--- config.mk ---
export PLATFORM = sky130hd
export DESIGN_NAME = uart_irq_ctrl
export DESIGN_NICKNAME = d
export VERILOG_FILES = /design/src/rtl/irq_ctrl_pkg.sv /design/src/rtl/irq_mask_reg.sv /design/src/rtl/irq_sticky_bank.sv /design/src/rtl/irq_out_reg.sv /design/src/rtl/uart_irq_ctrl.sv
export SDC_FILE = /design/constraint.sdc
export NUM_CORES = 1
export LEC_CHECK = 0
export ABC_AREA = 1
export BUFFER_PORTS_ARGS = -buffer_cell sky130_fd_sc_hd__clkbuf_2
export CORE_MARGIN = 4
export CORE_UTILIZATION = 50
export CTS_BUF_LIST = sky130_fd_sc_hd__clkbuf_16
export DETAILED_ROUTE_END_ITERATION = 6
export PLACE_DENSITY = 0.8
export SETUP_SLACK_MARGIN = 0.4
export SLEW_MARGIN = 20
export SYNTH_ARGS = -nofsm -noshare
export SYNTH_HDL_FRONTEND = slang
export SYNTH_HIERARCHICAL = 1
export SYNTH_SLANG_ARGS = --single-unit
--- constraint.sdc ---
create_clock -name clk -period 1.1 [get_ports clk]
set_input_delay 0 -clock clk [delete_from_list [all_inputs] [get_ports clk]]
set_output_delay 0 -clock clk [all_outputs]
set_load 0.05 [all_outputs]
--- src/rtl/irq_ctrl_pkg.sv ---
package irq_ctrl_pkg;
  // Register address map (behavioural: software relies on these values)
  localparam int unsigned A_MASK_SET = 0;
  localparam int unsigned A_MASK_CLR = 1;
  localparam int unsigned A_MASK_RD  = 2;
  localparam int unsigned A_STATUS   = 3;

  typedef enum logic [1:0] {
    SEL_NONE,
    SEL_MASK,
    SEL_STAT
  } rd_sel_e;
endpackage

--- src/rtl/irq_mask_reg.sv ---
module irq_mask_reg #(
  parameter int unsigned W = 10
) (
  input  logic         clk,
  input  logic         rst_n,
  input  logic         set_en,
  input  logic         clr_en,
  input  logic [W-1:0] bits,
  output logic [W-1:0] mask
);
  logic [W-1:0] mask_d;

  always_comb begin
    mask_d = mask;
    if (set_en) mask_d = mask_d | bits;
    if (clr_en) mask_d = mask_d & ~bits;
  end

  always_ff @(posedge clk or negedge rst_n) begin
    if (!rst_n) mask <= '0;
    else        mask <= mask_d;
  end
endmodule

--- src/rtl/irq_sticky_bank.sv ---
module irq_sticky_bank #(
  parameter int unsigned W = 10
) (
  input  logic         clk,
  input  logic         rst_n,
  input  logic [W-1:0] set_vec,
  input  logic [W-1:0] clr_vec,
  output logic [W-1:0] stat
);
  for (genvar i = 0; i < W; i++) begin : g_bit
    // A set cause at the same edge as a clear keeps the bit set
    always_ff @(posedge clk or negedge rst_n) begin
      if (!rst_n)          stat[i] <= 1'b0;
      else if (set_vec[i]) stat[i] <= 1'b1;
      else if (clr_vec[i]) stat[i] <= 1'b0;
    end
  end
endmodule

--- src/rtl/irq_out_reg.sv ---
module irq_out_reg #(
  parameter int unsigned W = 10
) (
  input  logic         clk,
  input  logic         rst_n,
  input  logic [W-1:0] mask,
  input  logic [W-1:0] stat,
  output logic         irq
);
  logic pending;

  assign pending = |(mask & stat);

  always_ff @(posedge clk or negedge rst_n) begin
    if (!rst_n) irq <= 1'b0;
    else        irq <= pending;
  end
endmodule

--- src/rtl/uart_irq_ctrl.sv ---
module uart_irq_ctrl
  import irq_ctrl_pkg::*;
#(
  parameter int unsigned N_LVL  = 5,
  parameter int unsigned N_EVT  = 5,
  parameter int unsigned ADDR_W = 3
) (
  input  logic                   clk,
  input  logic                   rst_n,
  input  logic [ADDR_W-1:0]      addr,
  input  logic [N_LVL+N_EVT-1:0] wr_data,
  input  logic                   we,
  output logic [N_LVL+N_EVT-1:0] rd_data,
  input  logic [N_LVL-1:0]       lvl_in,
  input  logic [N_EVT-1:0]       evt_in,
  output logic                   irq
);
  localparam int unsigned NSRC = N_LVL + N_EVT;

  logic [NSRC-1:0] mask_q;
  logic [NSRC-1:0] stat_q;
  logic [NSRC-1:0] set_vec;
  logic [NSRC-1:0] clr_vec;
  logic            wr_mset;
  logic            wr_mclr;
  logic            wr_stat;
  rd_sel_e         rd_sel;

  // Write decode; the read-only mask address and unmapped ones fall through
  assign wr_mset = we && (addr == ADDR_W'(A_MASK_SET));
  assign wr_mclr = we && (addr == ADDR_W'(A_MASK_CLR));
  assign wr_stat = we && (addr == ADDR_W'(A_STATUS));

  // Levels occupy the low bits, event pulses sit directly above them
  assign set_vec = {evt_in, lvl_in};
  assign clr_vec = wr_stat ? wr_data : '0;

  irq_mask_reg #(.W(NSRC)) u_mask (
    .clk    (clk),
    .rst_n  (rst_n),
    .set_en (wr_mset),
    .clr_en (wr_mclr),
    .bits   (wr_data),
    .mask   (mask_q)
  );

  irq_sticky_bank #(.W(NSRC)) u_stat (
    .clk     (clk),
    .rst_n   (rst_n),
    .set_vec (set_vec),
    .clr_vec (clr_vec),
    .stat    (stat_q)
  );

  irq_out_reg #(.W(NSRC)) u_irq (
    .clk   (clk),
    .rst_n (rst_n),
    .mask  (mask_q),
    .stat  (stat_q),
    .irq   (irq)
  );

  always_comb begin
    if (addr == ADDR_W'(A_MASK_RD))     rd_sel = SEL_MASK;
    else if (addr == ADDR_W'(A_STATUS)) rd_sel = SEL_STAT;
    else                                rd_sel = SEL_NONE;
  end

  always_comb begin
    case (rd_sel)
      SEL_MASK: rd_data = mask_q;
      SEL_STAT: rd_data = stat_q;
      default:  rd_data = '0;
    endcase
  end
endmodule

==> flow_metrics.py, run 1 <==
metrics = {
    "run_status": {
        "status": "complete, no violations",
    },
    "cts": {
        "clockRootBuffer": "clkbuf_16",
        "clk_latency_ns": 0.26,
        "cts.path.max_buffers": 2,
        "cts_buffers": 3,
        "cts_sinks": 21,
        "htree_levels": 1,
        "clk_pin_slew_ns": 0.06,
        "cts_tree": "yes",
    },
    "sta": {
        "maxSlewHeadroom_pct": 67.30,
        "period_minus_slack_ns": 1.050,
        "setup_viol": 0,
        "hold_viol_final": 0,
        "layout_setup_ws_ns": 0.04980,
        "tightest_slew_ns": 0.4905,
        "grt_setup_unrepaired": "true",
        "holdWs_ns": 0.02157,
        "clock_skew_ns": 0.004650,
        "finalSetupTns_ns": 0,
        "max_freq_mhz": 952.2,
        "fin_crit_sh_pct": 95.47,
        "slew_violations": 0,
    },
    "critical_path": {
        "cpPeakStageDelay_ns": 0.38,
        "arrival_ns": 1.05,
        "worstSetupStartpointType": "flop",
        "worst_path_max_delay_cell": "dfrtp_1",
        "path_cells": "nand4_1, nand2_2, buf_8",
        "startpoint": "u_stat/stat[6]",
        "rr_worst_depth": 5,
        "path_class": "reg2out",
        "reg2reg_to": "u_irq/irq",
        "r2r_slack_ns": 0.07,
        "crit_path_end_kind": "output port",
        "reg2reg_from": "u_mask/mask[2]",
        "crit_required_ns": 1.10,
        "path_max_fanout": 2,
        "critPathCapture": "rd_data[6]",
    },
    "finish": {
        "layoutNonFillerInstCount": 301,
        "diodes": 0,
        "finish.utilization_pct": 85.61,
        "fin_area_um2": 2121,
        "final_layout_size_suffix_gt1_share_pct": 40.59,
        "final_nets": 298,
        "synthToLayoutAreaGrowth_pct": 63.77,
    },
    "worst_hold_path": {
        "min-delay-path-class": "in2reg",
    },
    "synth": {
        "synthTopCellsByArea": "dfrtp_1, nand2_1, inv_1",
        "syn_inst": 204,
        "synth-seq-cells": 21,
        "yosysUniqueCellTypes": 12,
        "synth_largest_area_cell": "dfrtp_1",
        "syn_area_per_cell_um2": 6.348,
        "syn_nets": 230,
        "yosys_warnings": 6,
        "seq_area_frac_synth_pct": 40.58,
        "netlist_area_um2": 1295,
        "synth_top_area_share_pct": 40.58,
    },
    "global_routing": {
        "grt_max_degree": 22,
        "grt_pass1_wl_um": 6679,
        "grt_usage_pct": 25.66,
        "overflow": 0,
        "antenna_found_initial": 0,
        "grt_pass1_vias": 1421,
    },
    "die": {
        "start_util_pct": 52.27,
        "io_pins": 37,
        "die_area_um2": 3468,
        "rows": 18,
        "die_height_um": 58.89,
        "dieWidth_um": 58.89,
        "core_area_um2": 2477,
    },
    "routing": {
        "drc": 0,
        "wl_per_cell_um": 16.61,
        "vias": 1644,
        "drt_iter0_drc": 193,
        "avgViaCountPerCell": 5.462,
        "drtPass1Iterations": 6,
        "drt_wl_total_um": 5000,
        "ant_nets": 0,
    },
    "power_and_ir_drop": {
        "p_leak_nw": 1.179,
        "irDropWorstVdd_mv": 0.9685,
        "power.total_mw": 2.678,
        "p_per_area_nw_per_um2": 1263,
    },
    "flow_run": {
        "maxCapViolCount": 0,
    },
    "placed_design": {
        "port_buffers": 36,
        "gp_congestion": 0.8684,
        "dp.cells": 271,
        "placed_cell_area_um2": 1545,
        "dp_hpwl_um": 2149,
        "preCtsSetupSlack_ns": 0.1563,
    },
}
[state kept, by name (all words and copies together), names as in the netlist]
register / cells
u_mask/mask: 10
u_irq/irq: 1
u_stat/stat: 10
[layer usage]
layer	global-route usage [%]	up-vias	wire [um]
met5	0	-	0
met4	15.53	0	308
met3	4.386	38	535
met2	37.85	138	2369
met1	34.94	744	1786
li1	-	724	-
[how the worst min path moves through the flow]
stage | cells past startpoint | start | to
after global routing | 4 | wr_data[6] | u_mask/mask[6]
after CTS | 4 | wr_data[6] | u_mask/mask[6]
after global placement | 1 | rst_n | u_mask/mask[0]
final | 4 | wr_data[6] | u_mask/mask[6]
after floorplan | 0 | rst_n | u_irq/irq
after detailed placement | 1 | rst_n | u_stat/stat[0]
[where the power goes]
| part | leakage [nW] | switching, mW | internal [mW] |
|---|---|---|---|
| registers | 0.211 | 0.0863 | 0.864 |
| clock network | 0.0423 | 0.288 | 0.485 |
| logic | 0.925 | 0.547 | 0.408 |
| total | 1.18 | 0.922 | 1.76 |
[worst max-delay path: cells and delay by family, from the launching register on]
family,cells,cell delay [ns]
flip-flops,1,0.38
AND/OR/NAND/NOR,2,0.27
buffers and inverters,1,0.15
[cells in the final DEF, fill, tap and decap left out]
master,count
buf_2,1
buf_4,8
buf_6,14
buf_8,9
clkbuf_16,5
clkbuf_2,23
clkbuf_4,1
dfrtp_1,21
dlygate4sd3_1,11
inv_1,43
inv_2,8
inv_4,3
nand2_1,56
nand2_2,31
nand3_1,8
nand3_2,3
nand4_1,10
nand4_4,1
nor2_1,12
nor2_2,2
nor3_4,1
[cell type report]
cell class / count / area, um^2
Timing Repair Buffer: 69 / 640.6
Multi-Input combinational cell: 124 / 631.9
Sequential cell: 21 / 525.5
Fill cell: 119 / 356.6
Inverter: 53 / 206.4
Clock buffer: 3 / 75.07
Tap cell: 30 / 37.54
Clock inverter: 1 / 3.754
[cell usage after synthesis]
| cell | count |
|---|---|
| nand4_4 | 1 |
| nand2_1 | 87 |
| nand3_1 | 11 |
| nor3_1 | 1 |
| nor2_1 | 13 |
| nor2_2 | 1 |
| nand4_1 | 10 |
| dfrtp_1 | 21 |
| buf_4 | 1 |
| buf_2 | 3 |
| inv_1 | 53 |
| buf_6 | 2 |
[logic make-up after synthesis]
logic type	count (synthesis)	synth area share, %
simple gates	124	40.58
buf+inv	59	18.84
flops	21	40.58
[timing repair]
action / in CTS / in global routing
buffers inserted: 13 / 1
cloned: 0 / 1
endpoints found under the setup margin: 14 / 53
resized for setup: 38 / 55
pin swaps: 20 / 24
hold buffers: 11 / 0
endpoints found under the hold margin: 31 / 0
Note: power is estimated with default switching activity, not from simulation.
==> run 2: changes to the inputs <==
- PLACE_DENSITY: 0.8 -> 0.81
- SYNTH_HIERARCHICAL: 1 -> unset
==> run 2 against run 1 <==
Compared with the run above: the flow now stops in global routing; area after synthesis shrank 3.1%; synthesized cell count decreased by 4.9%.
==> flow_metrics.py, run 2 <==
metrics = {
    "synth": {
        "synth_largest_area_cell": "dfrtp_1",
        "seq_area_frac_synth_pct": 41.87,
        "synthTopCellsByCount": "nand2_1, nand3_1, inv_1",
        "synth_fa_ha_area_share_pct": 0,
        "synth-seq-cells": 21,
        "muxShareOfSynthArea_pct": 0,
        "yosys_warnings": 0,
        "netlist_area_um2": 1255,
        "synth_simple_gate_area_share_pct": 41.77,
        "syn_area_per_cell_um2": 6.469,
        "syn_nets": 220,
        "syn_inst": 194,
        "synth_top_family_by_area": "simple AND/OR/NAND/NOR gates",
        "synth.most_common_cell": "nand2_1",
        "synth_top_flop_cell": "dfrtp_1",
        "async_flop_share_pct": 100.0,
        "synthTopCellsByArea": "dfrtp_1, nand2_1, nand3_1",
        "synth_xor_area_share_pct": 0,
        "synth-compound-area-share_pct": 3.988,
        "synth_top_area_share_pct": 41.87,
        "synth-edff-count": 0,
        "yosysUniqueCellTypes": 9,
    },
    "die": {
        "io_pins": 37,
        "die_height_um": 58.10,
        "start_util_pct": 54.63,
        "rows": 17,
        "dieWidth_um": 58.10,
    },
    "sta": {
        "worst_endpoint_kind": "register input",
        "postGrtWorstEndpoint": "u_irq.irq$_DFF_PN0_/D",
    },
    "cts": {
        "cts_buffers": 3,
        "cts.path.max_buffers": 2,
        "htree_levels": 1,
        "cts_sinks": 21,
        "clockRootBuffer": "clkbuf_16",
    },
    "placed_design": {
        "gp_congestion": 0.7630,
        "dp.cells": 258,
        "port_buffers": 36,
        "dp_hpwl_um": 2621,
    },
    "run_status": {
        "stop_error": "[ERROR DPL-0038] Utilization greater than 100%, impossible to legalize",
        "status": "did not finish",
        "haltStage": "global routing",
    },
    "global_routing": {
        "grt_max_degree": 22,
    },
}
-- run 2: cell families after synthesis --
logic type             after synthesis
AND/OR/NAND/NOR                    124
buffers and inverters               39
AO/OA/AOI/OAI                       10
flip-flops                          21
-- run 2: per-stage QoR --
stage	utilization, %	instance area (um^2)	hold slack [ns]	setup slack [ns]
2_1_floorplan	-	1383	-0.2956	0.3471
3_3_place_gp	73.80	1695	0.003300	0.1102
3_5_place_dp	73.80	1695	-0.0001832	0.08056
4_1_cts	93.41	2146	0.04582	0.1085
-- run 2: what timing repair did --
item	CTS
hold buffers	11
pin swaps	6
setup endpoints to repair	22
endpoints found under the hold margin	31
resized for setup	35
setup buffers	18
==> run 3: changes to the inputs <==
- CORE_AREA: unset -> 4 4 65 67
- CORE_MARGIN: 4 -> unset
- CORE_UTILIZATION: 50 -> unset
- CTS_BUF_LIST: sky130_fd_sc_hd__clkbuf_16 -> unset
- DIE_AREA: unset -> 0 0 69 71
- PLACE_DENSITY: 0.81 -> unset
- PLACE_DENSITY_LB_ADDON: unset -> 0.15
- SETUP_SLACK_MARGIN: 0.4 -> unset
==> run 3 against run 2 <==
Compared with the run above: the run now ends clean; synthesized cell count is the same; area after synthesis is the same.
==> flow_metrics.py, run 3 <==
metrics = {
    "power_and_ir_drop": {
        "irDropWorstVdd_mv": 0.6558,
        "power.total_mw": 2.314,
        "p_leak_nw": 1.036,
        "p_per_area_nw_per_um2": 1182,
    },
    "synth": {
        "synth_largest_area_cell": "dfrtp_1",
        "seq_area_frac_synth_pct": 41.87,
        "netlist_area_um2": 1255,
        "synth-edff-count": 0,
        "async_flop_share_pct": 100.0,
        "syn_area_per_cell_um2": 6.469,
        "yosys_warnings": 0,
        "synthTopCellsByArea": "dfrtp_1, nand2_1, nand3_1",
        "synth_top_area_share_pct": 41.87,
        "syn_inst": 194,
        "synth-seq-cells": 21,
        "synth_top_flop_cell": "dfrtp_1",
        "syn_nets": 220,
        "yosysUniqueCellTypes": 9,
        "synthTopCellsByCount": "nand2_1, nand3_1, inv_1",
        "synth.most_common_cell": "nand2_1",
    },
    "global_routing": {
        "overflow": 0,
        "grt_usage_pct": 15.33,
        "antenna_found_initial": 0,
        "grt_pass1_vias": 1364,
        "grt_max_degree": 22,
        "grt_pass1_wl_um": 6196,
    },
    "sta": {
        "hold_viol_final": 0,
        "fin_crit_sh_pct": 96.16,
        "finalSetupTns_ns": 0,
        "setup_viol": 0,
        "max_freq_mhz": 945.4,
        "period_minus_slack_ns": 1.058,
        "tightest_slew_ns": 0.5520,
        "clock_skew_ns": 0.007599,
        "slew_violations": 0,
        "maxSlewHeadroom_pct": 63.20,
    },
    "finish": {
        "final_nets": 283,
        "fin_area_um2": 1957,
        "n_fill_cell": 370,
        "final_cell_mix": "nand2_1, nand3_1, inv_1, clkbuf_2, dfrtp_1",
        "diodes": 0,
        "final_layout_size_suffix_gt1_share_pct": 28.13,
        "final_common_cell": "nand2_1",
        "synthToLayoutAreaGrowth_pct": 55.93,
    },
    "flow_run": {
        "maxCapViolCount": 0,
    },
    "critical_path": {
        "path_cells": "inv_1, o21ai_2, buf_12",
        "cpPeakStageDelay_ns": 0.38,
        "path_depth": 3,
        "crit_path_end_kind": "output port",
        "cp_num_buf_inv": 2,
        "path_class": "reg2out",
        "r2r_slack_ns": 0.16,
        "crit_required_ns": 1.10,
        "path_max_fanout": 3,
        "worst_path_max_delay_cell": "dfrtp_1",
        "reg2reg_to": "u_irq.irq",
        "critPathCapture": "rd_data[3]",
        "worstSetupStartpointType": "flop",
        "arrival_ns": 1.06,
        "rr_worst_depth": 5,
        "critical-path-top-delay-family": "flip-flops",
    },
    "cts": {
        "clk_latency_ns": 0.27,
        "clk_pin_slew_ns": 0.09,
        "cts_sinks": 21,
        "cts.path.max_buffers": 2,
        "clockRootBuffer": "clkbuf_8",
        "cts_buffers": 3,
        "cts_tree": "yes",
        "htree_levels": 1,
    },
    "routing": {
        "vias": 1385,
        "ant_nets": 0,
        "drt_wl_total_um": 3449,
        "drc": 0,
        "drtPass1Iterations": 6,
        "wl_per_cell_um": 11.35,
        "drt_iter0_drc": 60,
        "avgViaCountPerCell": 4.556,
    },
    "die": {
        "die_height_um": 71,
        "start_util_pct": 34.54,
        "rows": 22,
        "dieWidth_um": 69,
        "core_area_um2": 3633,
        "io_pins": 37,
        "die_area_um2": 4899,
    },
    "worst_hold_path": {
        "holdPathStages": 4,
        "min-delay-path-class": "in2reg",
    },
    "placed_design": {
        "port_buffers": 36,
        "placed_cell_area_um2": 1704,
        "dp_hpwl_um": 2414,
        "gp_congestion": 0.7578,
    },
    "run_status": {
        "status": "complete, no violations",
    },
}
run 3: cell counts after synthesis:
Identical to the previous run, type by type.
run 3: worst min path at each step:
stage | from | to | slack, ns
floorplan | rst_n | async pin | -0.30
global placement | rst_n | u_stat.stat[3] | 0.01
detailed placement | rst_n | u_stat.stat[1] | 0.02
CTS | wr_data[4] | u_stat.stat[4] | 0.01
global route | wr_data[5] | u_stat.stat[5] | 0.05
finish | wr_data[4] | u_stat.stat[4] | 0.02
run 3: kinds of logic after synthesis:
family                 after synthesis  synth area share [%]
and+or+nand+nor                    124                 41.77
DFF                                 21                 41.87
buffers and inverters               39                 12.36
AOI/OAI and AO/OA                   10                 3.988
run 3: metrics by stage:
stage	instances	setup slack [ns]	utilization, %	hold WS [ns]
floorplan	194	-0.01926	-	-0.2956
global placement	281	0.1906	46.90	0.01453
detailed placement	281	0.1831	46.90	0.01960
CTS	297	0.005905	51.79	0.01046
global route	304	-0.001551	53.86	0.04970
finish	304	0.04225	53.86	0.01557
run 3: tightest hold or removal path, stage by stage:
cell	delay [ns]
clkbuf_2	0.10
nand3_1	0.07
nand2_1	0.04
nand2_1	0.04
run 3: what timing repair did:
action / in CTS / in global routing
setup endpoints to repair: 6 / 10
hold endpoints to repair: 31 / 0
pin swaps: 2 / 7
hold buffers: 11 / 0
gates resized for setup: 3 / 7
setup buffers: 1 / 7
run 3: area by class of cell:
type	instances	area, um^2	area share, %
clock inverter	1	7.507	0.3836
inverter	34	127.6	6.522
tap	48	60.06	3.069
clock buffer	3	41.29	2.110
multi-input combinational	134	634.4	32.42
timing repair buffer	63	560.5	28.64
sequential	21	525.5	26.85
run 3: metal layers:
layer,up-vias,GRT usage (%),routed length (um)
met4,0,3.688,24
li1,722,-,-
met2,38,25.00,1580
met3,2,4.830,243
met1,623,19.81,1601
met5,-,0,0
run 3: power by group:
group / total (mW) / switching [mW] / internal [mW]
clock network: 0.542 / 0.286 / 0.256
registers: 0.923 / 0.0639 / 0.859
logic: 0.849 / 0.475 / 0.374
==> run 4: changes to the inputs <==
- CTS_CLUSTER_SIZE: unset -> 10
- SLEW_MARGIN: 20 -> unset
- clock period: 1.1 -> 1 ns (I/O delays scaled with it)
==> run 4 against run 3 <==
Compared with the run above: the run now ends with negative setup slack left; utilization increased by 4.1 points; wire length is 7.5% higher; via count up 5.4%; hold slack improved by 0.0093 ns; non-clock buffer count grew 10; cell area increased by 7.7%; combinational power up 28%; clock skew down 0.0049 ns; largest cell class unchanged; largest power group is now combinational logic.
==> flow_metrics.py, run 4 (synthesized netlist as in run 3, its figures left out) <==
metrics = {
    "routing": {
        "wl_per_cell_um": 11.81,
        "ant_nets": 0,
        "drt_iter0_drc": 66,
        "drt_wl_total_um": 3709,
        "vias": 1460,
        "drc": 0,
        "drtPass1Iterations": 4,
        "avgViaCountPerCell": 4.650,
    },
    "finish": {
        "layoutNonFillerInstCount": 314,
        "synthToLayoutAreaGrowth_pct": 67.90,
        "final_common_cell": "nand2_1",
        "n_fill_cell": 364,
        "fin_area_um2": 2107,
        "finish.utilization_pct": 57.99,
        "final_layout_size_suffix_gt1_share_pct": 35.71,
        "final_cell_mix": "nand2_1, nand3_1, clkbuf_2, buf_4, inv_1",
        "diodes": 0,
        "final_nets": 293,
    },
    "sta": {
        "period_minus_slack_ns": 1.019,
        "maxSlewHeadroom_pct": 62.61,
        "slew_violations": 0,
        "grt_setup_unrepaired": "true",
        "layout_setup_ws_ns": -0.01854,
        "clock_skew_ns": 0.002668,
        "fin_crit_sh_pct": 101.9,
        "tightest_slew_ns": 0.5608,
        "setup_viol": 6,
        "hold_viol_final": 0,
        "max_freq_mhz": 981.8,
    },
    "global_routing": {
        "grt_pass1_vias": 1397,
        "grt_max_degree": 22,
        "gr-max-usage-layer": "met2",
        "antenna_found_initial": 0,
        "grt_pass1_wl_um": 6334,
        "grt_usage_pct": 15.64,
        "use_met1_pct": 20.03,
        "use_met2_pct": 26.80,
        "overflow": 0,
        "use_met3_pct": 3.835,
    },
    "cts": {
        "cts_buffers": 3,
        "cts.path.max_buffers": 2,
        "clockRootBuffer": "clkbuf_8",
        "clk_latency_ns": 0.26,
        "cts_sinks": 21,
        "htree_levels": 1,
        "clk_pin_slew_ns": 0.08,
        "cts_tree": "yes",
    },
    "die": {
        "dieWidth_um": 69,
        "io_pins": 37,
        "core_area_um2": 3633,
        "die_height_um": 71,
        "rows": 22,
        "die_area_um2": 4899,
        "start_util_pct": 34.54,
    },
    "critical_path": {
        "worstSetupStartpointType": "flop",
        "path_max_fanout": 2,
        "arrival_ns": 1.02,
        "crit_path_end_kind": "output port",
        "path_class": "reg2out",
        "crit_required_ns": 1.00,
        "rr_worst_depth": 5,
    },
    "run_status": {
        "status": "finished with violations",
        "violations": "negative setup slack",
    },
    "power_and_ir_drop": {
        "pwr-share-clk_pct": 21.5,
        "power_switching_mw": 0.9584,
        "p_leak_nw": 1.091,
        "p_per_area_nw_per_um2": 1275,
        "sw_frac_of_total_pct": 35.67,
        "power.total_mw": 2.687,
        "irDropWorstVdd_mv": 0.8615,
        "pwr-share-seq_pct": 38.0,
        "p_int_mw": 1.729,
        "p_comb_share_pct": 40.5,
    },
    "placed_design": {
        "dp_hpwl_um": 2464,
        "preCtsSetupSlack_ns": 0.08246,
        "placed_cell_area_um2": 1704,
        "port_buffers": 36,
        "dp.cells": 281,
        "gp_congestion": 0.7643,
    },
    "worst_hold_path": {
        "min-delay-path-class": "in2reg",
        "holdPathStages": 4,
    },
    "flow_run": {
        "maxCapViolCount": 0,
    },
}
run 4: changes by cell type in the layout (fill, tap and decap cells not counted), moves of 6 or more:
cell,change
buf_4,+9
o21ai_2,-7
o21ai_4,+7
inv_1,-6
inv_2,+6
nand2_1,-6
nand2_2,+6
run 4: power groups by stage:
stage               Clock [mW]  Combinational (mW)  Sequential, mW
floorplan                    0               0.454            1.03
global placement             0               0.771            1.03
detailed placement           0               0.776            1.03
CTS                      0.588                1.03            1.02
global route             0.636                1.19            1.03
finish                   0.577                1.09            1.02
run 4: what timing repair did:
action | CTS | global route
pin swaps | 10 | 5
setup buffers | 17 | 2
setup endpoints to repair | 10 | 12
hold buffers | 11 | 0
gates resized for setup | 15 | 17
endpoints found under the hold margin | 31 | 0
run 4: path summary, 6_finish.rpt:
| path | slack, ns | endpoint | from |
|---|---|---|---|
| max | -0.02 | rd_data[7] | flop |
| min | 0.02 | u_stat.stat[3] | wr_data[3] |
| max reg2reg | 0.03 | u_irq.irq | flop |
| min reg2reg | 0.53 | u_stat.stat[4] | u_stat.stat[4] |
| max in group asynchronous | 0.38 | u_stat.stat[0] | rst_n |
| min in group asynchronous | 0.25 | u_stat.stat[3] | rst_n |
run 4: area by class of cell:
cell class / instances / area, um^2 / share of cell area (%)
sequential: 21 / 525.5 / 24.94
tap: 48 / 60.06 / 2.850
multi-input combinational: 134 / 709.4 / 33.67
timing repair buffer: 73 / 639.4 / 30.34
inverter: 34 / 127.6 / 6.057
clock buffer: 4 / 45.04 / 2.138
run 4: stage by stage:
step / hold slack, ns / setup TNS [ns]
floorplan: -0.2956 / -0.3578
global placement: 0.01546 / 0
detailed placement: 0.01779 / 0
CTS: 0.02162 / -0.1271
global route: 0.03429 / -0.5186
finish: 0.02485 / -0.05951
run 4: critical path: stages (launching register included):
cell and delay, ns:
dfrtp_1 0.39, inv_2 0.07, o21ai_4 0.14, buf_12 0.15
run 4: layer usage:
metal | routed length [um] | part of all wire, %
met1 | 1614 | 44
met2 | 1807 | 49
met3 | 248 | 6.7
met4 | 40 | 1.1
met5 | 0 | 0
